--- src/rtl/pci_par_pkg.sv ---
package pci_par_pkg;

    // Kind of parity check pending for the cycle that carries PAR
    typedef enum logic [1:0] {
        CK_NONE = 2'd0,
        CK_DATA = 2'd1,
        CK_SPEC = 2'd2,
        CK_ADDR = 2'd3
    } chk_kind_e;

    typedef struct packed {
        logic par;
        logic oe;
    } gen_st_t;

    typedef struct packed {
        chk_kind_e kind;
        logic      exp_par;
        logic      perr;
        logic      perr_oe;
        logic      serr;
    } chk_st_t;

endpackage

--- src/rtl/pci_par_tree.sv ---
module pci_par_tree #(
    parameter int AD_W   = 32,
    parameter int CBE_W  = 4,
    parameter int LANE_W = 8
) (
    input  logic [AD_W-1:0]  ad_i,
    input  logic [CBE_W-1:0] cbe_i,
    output logic             sum_o
);
    localparam int LANES = AD_W / LANE_W;

    logic [LANES-1:0] lane_par;

    // One XOR reduction per byte lane, then a combine stage
    for (genvar g = 0; g < LANES; g++) begin : g_lane
        assign lane_par[g] = ^ad_i[g*LANE_W +: LANE_W];
    end

    assign sum_o = (^lane_par) ^ (^cbe_i);

endmodule

--- src/rtl/pci_par_gen.sv ---
module pci_par_gen
    import pci_par_pkg::*;
(
    input  logic clk,
    input  logic rst_n,
    input  logic drive_i,
    input  logic sum_i,
    output logic par_o,
    output logic par_oe_o
);
    gen_st_t st_d, st_q;

    always_comb begin
        st_d     = st_q;
        st_d.oe  = drive_i;
        if (drive_i) begin
            st_d.par = sum_i;
        end
    end

    always_ff @(posedge clk or negedge rst_n) begin
        if (!rst_n) begin
            st_q <= '0;
        end else begin
            st_q <= st_d;
        end
    end

    assign par_o    = st_q.par;
    assign par_oe_o = st_q.oe;

    AST_OE_AFTER_DRIVE: assert property (@(posedge clk) disable iff (!rst_n)
        drive_i |=> par_oe_o);
    AST_OE_IDLE: assert property (@(posedge clk) disable iff (!rst_n)
        !drive_i |=> !par_oe_o);
    AST_PAR_TRAILS: assert property (@(posedge clk) disable iff (!rst_n)
        drive_i |=> (par_o == $past(sum_i)));

endmodule

--- src/rtl/pci_par_chk.sv ---
module pci_par_chk
    import pci_par_pkg::*;
(
    input  logic clk,
    input  logic rst_n,
    input  logic addr_phase_i,
    input  logic data_done_i,
    input  logic special_i,
    input  logic rcv_i,
    input  logic sum_i,
    input  logic par_i,
    output logic perr_o,
    output logic perr_oe_o,
    output logic serr_o
);
    chk_st_t st_d, st_q;
    logic    mismatch;

    always_comb begin
        st_d = st_q;

        // Classify this cycle; address phase wins over data indicators
        if (rcv_i && addr_phase_i) begin
            st_d.kind = CK_ADDR;
        end else if (rcv_i && data_done_i) begin
            st_d.kind = special_i ? CK_SPEC : CK_DATA;
        end else begin
            st_d.kind = CK_NONE;
        end
        st_d.exp_par = sum_i;

        // PAR for the phase registered last cycle is on the pin now
        mismatch     = (st_q.kind != CK_NONE) && (par_i != st_q.exp_par);
        st_d.perr    = mismatch && (st_q.kind == CK_DATA);
        st_d.serr    = mismatch && ((st_q.kind == CK_SPEC) || (st_q.kind == CK_ADDR));
        st_d.perr_oe = st_d.perr || st_q.perr;
    end

    always_ff @(posedge clk or negedge rst_n) begin
        if (!rst_n) begin
            st_q <= '0;
        end else begin
            st_q <= st_d;
        end
    end

    assign perr_o    = st_q.perr;
    assign perr_oe_o = st_q.perr_oe;
    assign serr_o    = st_q.serr;

    AST_PERR_HAS_OE: assert property (@(posedge clk) disable iff (!rst_n)
        perr_o |-> perr_oe_o);
    AST_OE_TAIL: assert property (@(posedge clk) disable iff (!rst_n)
        $fell(perr_o) |-> perr_oe_o);
    AST_OE_BOUNDED: assert property (@(posedge clk) disable iff (!rst_n)
        perr_oe_o |-> (perr_o || $past(perr_o)));
    AST_PERR_FROM_DATA: assert property (@(posedge clk) disable iff (!rst_n)
        perr_o |-> $past(data_done_i && rcv_i && !special_i && !addr_phase_i, 2));
    AST_SERR_SOURCE: assert property (@(posedge clk) disable iff (!rst_n)
        serr_o |-> $past(rcv_i && (addr_phase_i || (data_done_i && special_i)), 2));
    AST_ERR_EXCLUSIVE: assert property (@(posedge clk) disable iff (!rst_n)
        !(perr_o && serr_o));

endmodule

--- src/rtl/pci_parity_unit.sv ---
module pci_parity_unit #(
    parameter int AD_W   = 32,
    parameter int CBE_W  = 4,
    parameter int LANE_W = 8
) (
    input  logic             clk,
    input  logic             rst_n,
    input  logic [AD_W-1:0]  ad_i,
    input  logic [CBE_W-1:0] cbe_i,
    input  logic             par_i,
    input  logic             drive_i,
    input  logic             addr_phase_i,
    input  logic             data_done_i,
    input  logic             special_i,
    input  logic             rcv_i,
    output logic             par_o,
    output logic             par_oe_o,
    output logic             perr_o,
    output logic             perr_oe_o,
    output logic             serr_o
);
    logic sum;

    // One shared reduction feeds both generation and checking
    pci_par_tree #(
        .AD_W   (AD_W),
        .CBE_W  (CBE_W),
        .LANE_W (LANE_W)
    ) u_tree (
        .ad_i  (ad_i),
        .cbe_i (cbe_i),
        .sum_o (sum)
    );

    pci_par_gen u_gen (
        .clk      (clk),
        .rst_n    (rst_n),
        .drive_i  (drive_i),
        .sum_i    (sum),
        .par_o    (par_o),
        .par_oe_o (par_oe_o)
    );

    pci_par_chk u_chk (
        .clk          (clk),
        .rst_n        (rst_n),
        .addr_phase_i (addr_phase_i),
        .data_done_i  (data_done_i),
        .special_i    (special_i),
        .rcv_i        (rcv_i),
        .sum_i        (sum),
        .par_i        (par_i),
        .perr_o       (perr_o),
        .perr_oe_o    (perr_oe_o),
        .serr_o       (serr_o)
    );

    AST_RESET_QUIET: assert property (@(posedge clk)
        !rst_n |=> (!perr_o && !serr_o) || rst_n);

endmodule

--- config.mk ---
export PLATFORM = sky130hd
export DESIGN_NAME = pci_parity_unit
export DESIGN_NICKNAME = d
export VERILOG_FILES = /design/src/rtl/pci_par_pkg.sv /design/src/rtl/pci_par_tree.sv /design/src/rtl/pci_par_gen.sv /design/src/rtl/pci_par_chk.sv /design/src/rtl/pci_parity_unit.sv
export SDC_FILE = /design/constraint.sdc
export NUM_CORES = 1
export LEC_CHECK = 0
export ABC_AREA = 1
export CORE_UTILIZATION = 35
export CTS_CLUSTER_DIAMETER = 30
export DETAILED_ROUTE_END_ITERATION = 6
export GPL_TIMING_DRIVEN = 0
export PLACE_DENSITY = 0.7
export SLEW_MARGIN = 20
export SYNTH_ARGS = -nofsm -noshare
export SYNTH_HDL_FRONTEND = slang
export SYNTH_SLANG_ARGS = --single-unit
--- constraint.sdc ---
create_clock -name clk -period 1.04 [get_ports clk]
set_clock_uncertainty 0.1 [all_clocks]
set_input_delay 0.208 -clock clk [delete_from_list [all_inputs] [get_ports clk]]
set_output_delay 0.208 -clock clk [all_outputs]
set_load 0.005 [all_outputs]
==> reports/metrics.csv <==
metric,value,unit
area grow syn2layout,54.9,%
Net Sw Frac,0.385,
CTS tree,built,
placed cell count,343,
fmax,842,MHz
vias post-DR,1496,
endpoints failing hold,0,
Tmin final,1.19,ns
Max Cap Viol,0,
fin crit share,1.14,
number of diodes,0,
clock power share,0.155,
CTS H-tree depth,1,
sequential area share after synthesis,0.167,
setup violators final,5,
DIE AREA,0.00366,sq mm
"Top FF cell, synth",dfrtp_1,
residual overflow from global routing,0,
critical path type,input pin to flip-flop,
Int Pwr,0.894,mW
"critical path fanouts, max",3,
library cells used by synthesis,14,
Rel. slew slack,0.773,
Synth area leaders,"nand2_1 (51%), dfrtp_1 (17%), inv_1 (10%)",
"Reg clk slew, reported paths",0.05,ns
"top cells by count, synth","nand2_1 (163), inv_1 (33), nand2_2 (19), inv_2 (10), dfrtp_1 (8)",
CP Capture Type,flip-flop,
IO Pins,49,
Tot GR Track Use,0.143,
Combinational Power Share,0.584,
part of the power in registers,0.260,
fin util,0.589,
switching power,0.559,mW
Startpoint Class,input pin,
failing checks,negative setup slack,
most instantiated library cell after synthesis,nand2_1,
initial antenna violation count,0,
Pins Over Slew Limit,0,
core box area,0.00315,sq mm
Yosys warnings,0,
post-synth top area share,0.510,
Fin Hold WS,0.132,ns
Setup TNS Final,-0.291,ns
Antenna Nets Post-Route,0,
vias per inst,4.29,
Root Buffer,clkbuf_4,
setup ws final,-0.147,ns
Hold Path Class,input pin to asynchronous set/reset pin,
initial cell density of the core,0.380,
share of layout cells above drive strength 1,0.469,
Die Y,60.5,microns
clock sink count,8,
status,"complete, but fails checks",
"Avg Cell Area, Syn",4.78,sq um
Post-Syn Nets,295,
Yosys top cell by area,nand2_1,
LEAKAGE,1.15,nW
Non-Filler Instances,349,
drt pass-1 iters,4,
Fill cells,343,
synthesized area,0.00120,sq mm
PwrDens,783,mW/mm^2
initial drt markers,33,
Gate Count Post-Synth,251,
row count,20,
CP peak stage delay,0.13,ns
final WL,2570,microns
CP required,1.08,ns
worst skew pair latency,0.24,ns
per-cell routed wire length,7.36,microns
vias in the first global route,1162,
Num CTS Buffers,3,
global-route wire length before repair,4120,microns
clock buffer depth,2,
Post-synth EDFFs,0,
Final HPWL DP,2120,microns
nets,351,
DRC,0,
largest net degree at the start of global routing,9,
Synth Register Bits,8,
RSZ-0062 raised after global routing,yes,
Port-buffer cells,48,
"Top cell by count, worst path",nand2_1,
cells along the critical path,"buf_4, inv_4, nand2_1, nand2_2, nand2_1, nand2_2, nand3_2, nand2_2, nand2_1, nand2_1, nand2_2, nand2_1, nand2_1, and2_4",
CP max-delay cell,buf_4,
Placer Congestion,0.798,
Slew @ Worst Pin,0.340,ns
CP arrival,1.22,ns
Die Width,60.5,microns
Synth async-reset ratio,1.00,
Worst VDD drop,0.295,mV
registers in the layout, summed over array words and instances (netlist names):
name             flops
u_chk.perr_o         1
u_chk.perr_oe_o      1
u_chk.serr_o         1
u_chk.st_q           3
u_gen.par_o          1
u_gen.par_oe_o       1
layout by cell type (no fill, tap or decap), drive strengths merged:
cell,instances
and2,1
buf,40
clkbuf,3
clkdlybuf4s50,6
dfrtp,8
dlygate4sd2,5
inv,43
nand2,182
nand3,6
nor2,4
o21ai,1
o22ai,1
or2,1
xnor2,2
xor2,2
power groups by stage:
| stage | sequential [mW] | combinational (mW) | clock [mW] |
|---|---|---|---|
| finish | 0.379 | 0.849 | 0.225 |
| detailed placement | 0.382 | 0.766 | 0 |
| global route | 0.384 | 0.954 | 0.262 |
| floorplan | 0.385 | 0.433 | 0 |
| CTS | 0.379 | 0.768 | 0.238 |
| global placement | 0.382 | 0.750 | 0 |
path summary, 6_finish.rpt:
kind                                         to  slack, ns           from  cells past startpoint
worst max-delay path              u_chk.st_q[3]      -0.15        ad_i[5]                     14
worst min-delay path               u_chk.serr_o       0.13          rst_n                      1
worst max register to register  u_chk.perr_oe_o      -0.01  u_chk.st_q[3]                      3
worst min register to register     u_chk.serr_o       0.40  u_chk.st_q[5]                      2
max in group asynchronous          u_chk.perr_o       0.46          rst_n                      1
min in group clk                   u_chk.perr_o       0.32          par_i                      3
what timing repair did:
| item | CTS | global route |
|---|---|---|
| cloned | 0 | 0 |
| gates resized for setup | 208 | 30 |
| pin swaps | 54 | 26 |
| setup buffers | 2 | 1 |
| endpoints found under the setup margin | 8 | 8 |
| hold buffers | 0 | 0 |
logic make-up (layout without fill, tap and decap cells):
family | after synthesis | after routing | synth area share
AO/OA/AOI/OAI | 2 | 2 | 0.00939
XOR/XNOR | 4 | 4 | 0.0292
AND/OR/NAND/NOR | 194 | 194 | 0.660
flip-flops | 8 | 8 | 0.167
buffers and inverters | 43 | 97 | 0.135
cell type report:
| type | count | area, sq um | area share |
|---|---|---|---|
| multi-input cells | 200 | 1000 | 0.539 |
| flip-flops and latches | 8 | 200 | 0.108 |
| clock buffers | 3 | 22.5 | 0.0121 |
| repair buffers | 51 | 397 | 0.214 |
| well taps | 44 | 55.1 | 0.0296 |
| inverters | 43 | 181 | 0.0977 |
worst max-delay path: cells and delay by family:
kind | cells | cell delay, ns
simple gates | 12 | 0.85
buf+inv | 2 | 0.17
routing by layer:
layer,wire length [microns],track usage,vias up
li1,-,-,833
met2,1290,0.268,31
met1,1120,0.164,630
met3,141,0.0213,2
met5,0,0,-
met4,15,0.0487,0
through the flow:
step / cell area [sq um] / setup slack [ns] / power, mW
after detailed placement: 1780 / -0.974 / 1.15
after global placement: 1780 / -0.931 / 1.13
after CTS: 1750 / -0.139 / 1.38
after floorplan: 1240 / -0.199 / 0.819
after global routing: 1860 / -0.242 / 1.60
final: 1860 / -0.147 / 1.45
(Power assumes the default switching activity.)
